--- config.mk ---
export PLATFORM = sky130hd
export DESIGN_NAME = jirq_mask_unit
export DESIGN_NICKNAME = d
export VERILOG_FILES = /design/src/rtl/jirq_pkg.sv /design/src/rtl/jirq_hold_timer.sv /design/src/rtl/jirq_pend_flag.sv /design/src/rtl/jirq_en_reg.sv /design/src/rtl/jirq_mask_unit.sv
export SDC_FILE = /design/constraint.sdc
export NUM_CORES = 1
export LEC_CHECK = 0
export CAP_MARGIN = 20
export CORE_ASPECT_RATIO = 0.9
export CORE_MARGIN = 2
export CORE_UTILIZATION = 40
export DETAILED_ROUTE_END_ITERATION = 12
export PLACE_DENSITY_LB_ADDON = 0.2
export SLEW_MARGIN = 20
export SYNTH_ARGS = -nofsm -noshare
export SYNTH_HDL_FRONTEND = slang
export SYNTH_SLANG_ARGS = --single-unit
--- constraint.sdc ---
create_clock -name clk -period 1.6 [get_ports clk]
set_input_delay 0.16 -clock clk [delete_from_list [all_inputs] [get_ports clk]]
set_output_delay 0.16 -clock clk [all_outputs]
set_load 0.01 [all_outputs]
--- src/rtl/jirq_pkg.sv ---
package jirq_pkg;
  localparam int unsigned MASK_W = 8;

  // enable bit positions, decoded by the request logic
  localparam int unsigned B_TXRDY = 6;
  localparam int unsigned B_RXFULL = 5;
  localparam int unsigned B_RXDMA = 3;
  localparam int unsigned B_TXDMA = 0;

  // pending-view lanes
  localparam int unsigned LN_TX = 0;
  localparam int unsigned LN_RX = 1;
  localparam int unsigned LANES = 2;

  function automatic logic req_any(input logic [MASK_W-1:0] en,
                                   input logic [MASK_W-1:0] src,
                                   input logic rx_p, input logic tx_p);
    logic r;
    r = |(en & src);
    r = r | (rx_p & en[B_RXFULL]);
    r = r | (tx_p & en[B_TXRDY]);
    return r;
  endfunction

  function automatic logic [MASK_W-1:0] en_next(input logic [MASK_W-1:0] cur,
                                                input logic wr,
                                                input logic [MASK_W-1:0] wd,
                                                input logic rx_done,
                                                input logic tx_done);
    logic [MASK_W-1:0] n;
    n = wr ? wd : cur;
    if (rx_done) n[B_RXDMA] = 1'b0;
    if (tx_done) n[B_TXDMA] = 1'b0;
    return n;
  endfunction
endpackage

--- src/rtl/jirq_hold_timer.sv ---
module jirq_hold_timer #(
  parameter int unsigned HOLD = 6
) (
  input  logic clk,
  input  logic rst_n,
  input  logic dis_i,
  output logic clr_o
);
  localparam int unsigned CW = (HOLD > 1) ? $clog2(HOLD) : 1;
  localparam logic [CW-1:0] LAST = CW'(HOLD - 1);

  logic [CW-1:0] run_q;
  logic          at_limit;

  assign at_limit = (run_q >= LAST);
  assign clr_o    = dis_i && at_limit;

  always_ff @(posedge clk or negedge rst_n) begin
    if (!rst_n)      run_q <= '0;
    else if (!dis_i) run_q <= '0;
    else if (!at_limit) run_q <= run_q + 1'b1;
  end

  AST_CLR_AFTER_RUN: assert property (@(posedge clk) disable iff (!rst_n)
    clr_o |-> $past(dis_i));
endmodule

--- src/rtl/jirq_pend_flag.sv ---
module jirq_pend_flag (
  input  logic clk,
  input  logic rst_n,
  input  logic clr_i,
  input  logic set_i,
  input  logic wr0_i,
  output logic q_o
);
  logic q;

  always_ff @(posedge clk or negedge rst_n) begin
    if (!rst_n)      q <= 1'b0;
    else if (clr_i)  q <= 1'b0;
    else if (set_i)  q <= 1'b1;
    else if (wr0_i)  q <= 1'b0;
  end

  assign q_o = q;

  AST_SET_BEATS_WRITE: assert property (@(posedge clk) disable iff (!rst_n)
    (set_i && !clr_i) |=> q);
  AST_NO_SPURIOUS_SET: assert property (@(posedge clk) disable iff (!rst_n)
    (!q && !set_i) |=> !q);
endmodule

--- src/rtl/jirq_en_reg.sv ---
module jirq_en_reg
  import jirq_pkg::*;
(
  input  logic              clk,
  input  logic              rst_n,
  input  logic              clr_i,
  input  logic              wr_i,
  input  logic [MASK_W-1:0] wdata_i,
  input  logic              rx_done_i,
  input  logic              tx_done_i,
  output logic [MASK_W-1:0] en_o
);
  logic [MASK_W-1:0] en_q;

  always_ff @(posedge clk or negedge rst_n) begin
    if (!rst_n)     en_q <= '0;
    else if (clr_i) en_q <= '0;
    else            en_q <= en_next(en_q, wr_i, wdata_i, rx_done_i, tx_done_i);
  end

  assign en_o = en_q;

  AST_RXDMA_DROPS: assert property (@(posedge clk) disable iff (!rst_n)
    rx_done_i |=> !en_q[B_RXDMA]);
  AST_TXDMA_DROPS: assert property (@(posedge clk) disable iff (!rst_n)
    tx_done_i |=> !en_q[B_TXDMA]);
endmodule

--- src/rtl/jirq_mask_unit.sv ---
module jirq_mask_unit
  import jirq_pkg::*;
#(
  parameter int unsigned HOLD = 6
) (
  input  logic              clk,
  input  logic              rst_n,
  input  logic              dis_i,
  input  logic              rx_blk_done_i,
  input  logic              tx_blk_done_i,
  input  logic [MASK_W-1:0] src_i,
  input  logic              reg_wr_i,
  input  logic              reg_sel_i,
  input  logic [MASK_W-1:0] reg_wdata_i,
  output logic [MASK_W-1:0] reg_rdata_o,
  output logic              irq_o
);
  logic              hold_clr;
  logic [MASK_W-1:0] en;
  logic [LANES-1:0]  pend;
  logic [LANES-1:0]  lane_set;
  logic [LANES-1:0]  lane_wr0;
  logic              en_wr;
  logic              req_now;
  logic              irq_q;

  jirq_hold_timer #(.HOLD(HOLD)) u_timer (
    .clk   (clk),
    .rst_n (rst_n),
    .dis_i (dis_i),
    .clr_o (hold_clr)
  );

  assign en_wr = reg_wr_i && !reg_sel_i;

  jirq_en_reg u_en (
    .clk       (clk),
    .rst_n     (rst_n),
    .clr_i     (hold_clr),
    .wr_i      (en_wr),
    .wdata_i   (reg_wdata_i),
    .rx_done_i (rx_blk_done_i),
    .tx_done_i (tx_blk_done_i),
    .en_o      (en)
  );

  assign lane_set[LN_RX] = rx_blk_done_i;
  assign lane_set[LN_TX] = tx_blk_done_i;

  for (genvar g = 0; g < LANES; g++) begin : g_lane
    assign lane_wr0[g] = reg_wr_i && reg_sel_i && !reg_wdata_i[g];
    jirq_pend_flag u_flag (
      .clk   (clk),
      .rst_n (rst_n),
      .clr_i (hold_clr),
      .set_i (lane_set[g]),
      .wr0_i (lane_wr0[g]),
      .q_o   (pend[g])
    );
  end

  assign req_now = req_any(en, src_i, pend[LN_RX], pend[LN_TX]);

  always_ff @(posedge clk or negedge rst_n) begin
    if (!rst_n) irq_q <= 1'b0;
    else        irq_q <= req_now;
  end

  assign irq_o       = irq_q;
  assign reg_rdata_o = reg_sel_i ? {{(MASK_W-LANES){1'b0}}, pend} : en;

  AST_QUIET_WHEN_MASKED: assert property (@(posedge clk) disable iff (!rst_n)
    (en == '0) |=> !irq_o);
  AST_RX_NEEDS_RXFULL: assert property (@(posedge clk) disable iff (!rst_n)
    (src_i == '0 && !pend[LN_TX] && !en[B_RXFULL]) |=> !irq_o);
  AST_HOLD_EMPTIES: assert property (@(posedge clk) disable iff (!rst_n)
    hold_clr |=> (en == '0 && pend == '0));
endmodule

-- Word level (Yosys, flattened, before mapping)
Index checks and enable logic that the tools add are counted.
- word-level logic and storage cells: 42
- bits in registers: 14
- output and inout bits: 9
- input bits: 23
- bitwise logic cells: 5
- muxes and demuxes: 13
- order comparisons: 1
- eq/ne operators: 1
- reduce and logical (&&, ||, !) cells: 14
- add/sub/neg operators: 1
- operators with widths (operator ; number):
    8-bit two-way mux ; 3
    3-bit nonzero test ; 4
    8-bit AND ; 1
    1-bit two-way mux ; 8
    8-bit OR reduction ; 1
    3-bit two-way mux ; 2
    1-bit logical AND ; 5
    3-bit by 1-bit adder with 3-bit output (second input constant) ; 1
    3-bit greater-or-equal comparator (second input constant) ; 1
    1-bit zero test ; 3
    1-bit AND ; 2
    2-bit inequality test (second input constant) ; 1
    1-bit bitwise OR ; 2
    2-bit nonzero test ; 1

-- Depth between registers and ports, before layout
- word-level depth: 5
- gate-level depth with buffers: 5
- mapped depth without buffers: 5

-- Modules after synthesis
Synthesis repeated with hierarchy kept, for this count alone.
- cell total of the unflattened synthesis: 73
- area total of the unflattened synthesis: 774.5 sq um
- modules (own cells, without submodules) (module ; area an instance (sq um) ; cells each ; sequential area each (sq um) ; instances):
    jirq_en_reg ; 337.8 ; 26 ; 200.2 ; 1
    jirq_hold_timer ; 193.9 ; 19 ; 75.1 ; 1
    jirq_mask_unit ; 155.1 ; 20 ; 25.0 ; 1
    jirq_pend_flag ; 43.8 ; 4 ; 25.0 ; 2

-- Worst setup path before layout
Ideal clock, no wire load.
- kind: reg-to-reg
- start: reg u_timer.run_q[1]
- end: reg u_en.en_q[3], in the netlist u_en.en_o[3]
- data required time: 1.520 ns
- clock period less this slack: 1.357 ns
- data arrival time: 1.276 ns
- buffers on the path: 1
- library setup time: 0.080 ns
- cell stages (with the launch flop): 6
- slack: 0.243 ns
- cells stage by stage: dfrtp_1 > inv_1 > ha_1 > o311a_4 > buf_6 > nor3_2
- longest elaborated chain between the ends: 3
- elaborated cells on any way between the ends: 4
- those cells by class: order compare: 1; mux: 1; reduce/logical: 2
- ends and longest elaborated chain (element ; line ; source):
    start, declared ; jirq_hold_timer.sv:12 ; logic [CW-1:0] run_q;
    start signal, assigned ; jirq_hold_timer.sv:21 ; else if (!at_limit) run_q <= run_q + 1'b1;
    3-bit greater-or-equal comparator (*) ; jirq_hold_timer.sv:15 ; assign at_limit = (run_q >= LAST);
    1-bit logical AND (*) ; jirq_hold_timer.sv:16 ; assign clr_o = dis_i && at_limit;
    3-bit nonzero test (no line) / 8-bit two-way mux (equally long branches) ; -- ;
    end signal, assigned ; jirq_en_reg.sv:18 ; else en_q <= en_next(en_q, wr_i, wdata_i, rx_done_i, tx_done_i);
    end, declared ; jirq_en_reg.sv:13 ; logic [MASK_W-1:0] en_q;
Mark *: on every way between the ends. The rest lies on a longest branch, timed or not.
A chain may end at the register's enable or synchronous reset.

-- Worst setup path in the final report
- start: reg u_en.en_q[3], in the netlist u_en.en_o[3]
- end: out reg_rdata_o[3]
- longest elaborated chain between the ends: 1
- ends and longest elaborated chain (element ; line ; source):
    8-bit two-way mux ; jirq_mask_unit.sv:70 ; assign reg_rdata_o = reg_sel_i ? {{(MASK_W-LANES){1'b0}}, pend} : en;
    end, declared ; jirq_mask_unit.sv:15 ; output logic [MASK_W-1:0] reg_rdata_o,
No other way between the ends.

==> impl_metrics.py <==
metrics = {
    "place": {
        "place.gp.congestion": 0.737,
        "dpl_cell_area_um2": 1080,
        "port_buffers": 31,
        "dpl.cell_count": 131,
        "hpwl_um": 1330,
    },
    "cells_and_area": {
        "fillCellCount": 156,
        "syn_to_final_growth_pct": 50.7,
        "finish.instance_area_um2": 1120,
        "final_common_cell": "clkdlybuf4s50_1",
        "fin_util": 0.657,
        "final_cell_mix": "clkdlybuf4s50_1, nand2_1, dfrtp_1, a21oi_1, o21ai_0",
        "antenna_cells": 0,
        "layout.nets": 137,
        "layout-drive-gt1-share": 0.117,
        "final_cell_count_no_fill": 135,
    },
    "timing": {
        "finalMaxSlewViolations": 0,
        "relSlewSlack": 0.828,
        "hold_viol": 0,
        "rsz0062_at_grt": "false",
        "finalCritPeriodShare": 0.937,
        "fmax_mhz": 667,
        "finalSetupTns_ns": 0,
        "finalSetupViolations": 0,
        "skew_ns": 0.00239,
        "worstMarginPinSlew_ns": 0.258,
        "fin_crit_ns": 1.50,
    },
    "setup_path": {
        "reg2reg_from": "u_timer.run_q[1]$_DFFE_PN0N_",
        "critPathRequiredTime_ns": 1.44,
        "setup.worst_path.class": "flop to output port",
        "worst_path_max_delay_cell": "clkdlybuf4s50_1",
        "critPathBufInv": 1,
        "reg2reg_setup_slack_ns": 0.16,
        "slowest_delay_ns": 0.54,
        "endpoint": "reg_rdata_o[3]",
        "crit_fanout": 3,
        "critPathArrivalTime_ns": 1.34,
        "critPathLaunchType": "flop",
        "cp.depth": 2,
        "end_kind": "output port",
        "reg2regPathDepth": 5,
        "setup.worst_path.start": "u_en.en_o[3]$_DFFE_PN0P_",
        "r2r_end": "u_timer.run_q[1]$_DFFE_PN0N_",
        "path_delay_family": "buffers and inverters",
        "path_cells": "nor2b_1 > clkdlybuf4s50_1",
    },
    "global_routing": {
        "grt_usage": 0.176,
        "grt_max_degree": 15,
        "grt_pass1_wl_um": 2840,
        "antenna_found_initial": 0,
        "grt.overflow.total": 0,
        "grt_pass1_vias": 650,
    },
    "logic_synthesis": {
        "postSynthAreaPerCell_um2": 9.75,
        "synth_nets": 101,
        "synth.top_cell.area_share": 0.473,
        "synth_mux_area_frac": 0.0574,
        "synth_area_leaders": "dfrtp_1, nand2_1, a21oi_1, o21ai_0, and2b_1",
        "ys.warnings.count": 0,
        "ys_ff_latch": 14,
        "synth-simple-area-share": 0.189,
        "synth_compound_area_frac": 0.184,
        "synth_top_family_by_area": "simple AND/OR/NAND/NOR gates",
        "syn_inst": 76,
        "synth.distinct_cells": 23,
        "syn_area_um2": 741,
        "yosysSeqAreaShare": 0.473,
        "synthAdderAreaFrac": 0.0338,
        "synthXorXnorAreaFrac": 0,
        "synth_top_area_cell": "dfrtp_1",
    },
    "clocking": {
        "h-tree-depth": 1,
        "cts-root-buf": "clkbuf_4",
        "insertion_delay_ns": 0.28,
        "postCtsSetupRepairBufs": 0,
        "max-clock-path-buffers": 2,
        "cts_tree": "yes",
        "clkSinkCount": 14,
        "cts_made_buffers": 3,
        "path_clk_slew_ns": 0.08,
    },
    "power_and_ir_drop": {
        "p_sw_uw": 237,
        "p_int_uw": 679,
        "clockPowerShare": 0.273,
        "powerDensity_nw_per_um2": 820,
        "total_power_uw": 916,
        "pwr-share-seq": 0.472,
        "pwr-share-comb": 0.256,
        "vdd_drop_max_mv": 0.671,
        "leakagePower_uw": 0.000495,
        "swShare": 0.259,
    },
    "routing": {
        "firstDrtPassIters": 4,
        "routedWlPerCell_um": 12.3,
        "wl_um": 1660,
        "via_count": 644,
        "drc": 0,
        "ant_nets": 0,
        "via_per_inst": 4.77,
        "drtIter0Drc": 12,
    },
    "die": {
        "dieArea_um2": 2210,
        "initial_utilization": 0.436,
        "core_um2": 1700,
        "die_y_um": 44.8,
        "row_count": 14,
        "chipWidth_um": 49.4,
        "ios": 32,
    },
    "flow_run": {
        "cap_viol_max_count": 0,
    },
    "worst_hold_path": {
        "hold_path_class": "input pin to asynchronous set/reset pin",
    },
    "outcome": {
        "outcome": "complete, no violations",
    },
}
==> cell families after synthesis <==
kind of cell	count (synthesis)
simple gates	27
compound gates	21
flops	14
buf+inv	8
mux	4
fa+ha+maj	2
==> flip-flops by register name, summed over array words and instances (netlist names) <==
signal and cells:
g_lane.u_flag.q_o 2, u_timer.run_q 3, irq_o 1, u_en.en_o 8
==> Yosys cell counts <==
library cell and number:
a21oi_1 8, ha_1 2, nand2b_1 2, nor2b_1 3
o21ai_0 7, a22o_1 1, a21oi_2 1, a22oi_1 1
buf_4 2, buf_6 1, a31oi_1 1, nor3_2 1
dfrtp_1 14, buf_2 1, mux2_2 2, and2b_1 4
nand4_1 1, mux2i_1 2, a221oi_1 1, o311a_4 1
nand2_1 14, nor3_1 2, inv_1 4
==> what timing repair did <==
action	CTS	global route
endpoints found under the setup margin	6	1
gates resized for setup	2	1
hold buffers	0	0
==> layout make-up <==
type	instances	area [um^2]	share of cell area
clock buffer	4	36.3	0.0325
sequential	14	350	0.314
tap	24	30.0	0.0269
inverter	4	15.0	0.0135
multi-input combinational	54	344	0.308
timing repair buffer	35	340	0.305
==> metrics by stage <==
| stage | setup slack [ns] | hold slack [ns] |
|---|---|---|
| global placement | -0.131 | 0.487 |
| global route | 0.0370 | 0.202 |
| finish | 0.101 | 0.182 |
| detailed placement | -0.140 | 0.485 |
| CTS | 0.00654 | 0.176 |
| floorplan | 0.243 | -0.136 |
==> power by group through the flow <==
stage | Combinational, uW | Clock (uW) | Sequential, uW
2_1_floorplan | 112 | 0 | 431
3_3_place_gp | 238 | 0 | 437
3_5_place_dp | 241 | 0 | 440
4_1_cts | 239 | 261 | 433
5_1_grt | 259 | 284 | 439
6_report | 234 | 250 | 432
==> worst min path at each step <==
stage                                       endpoint  slack [ns]  cells past startpoint
floorplan           g_lane[0].u_flag.q_o$_DFFE_PN0P_       -0.14                      0
global placement            u_en.en_o[3]$_DFFE_PN0P_        0.49                      2
detailed placement          u_en.en_o[3]$_DFFE_PN0P_        0.48                      2
CTS                         u_en.en_o[3]$_DFFE_PN0P_        0.18                      2
global route                u_en.en_o[3]$_DFFE_PN0P_        0.20                      2
finish                      u_en.en_o[3]$_DFFE_PN0P_        0.18                      2
==> metal layers <==
metal / wire, um / part of all wire / vias up / GRT usage
met5: 0 / 0 / - / 0
met1: 787 / 0.48 / 291 / 0.214
met3: 78 / 0.047 / 2 / 0.0662
li1: - / - / 333 / -
met2: 775 / 0.47 / 18 / 0.303
met4: 14 / 0.0085 / 0 / 0.0343
No activity file was read; power rests on OpenSTA's default activity.
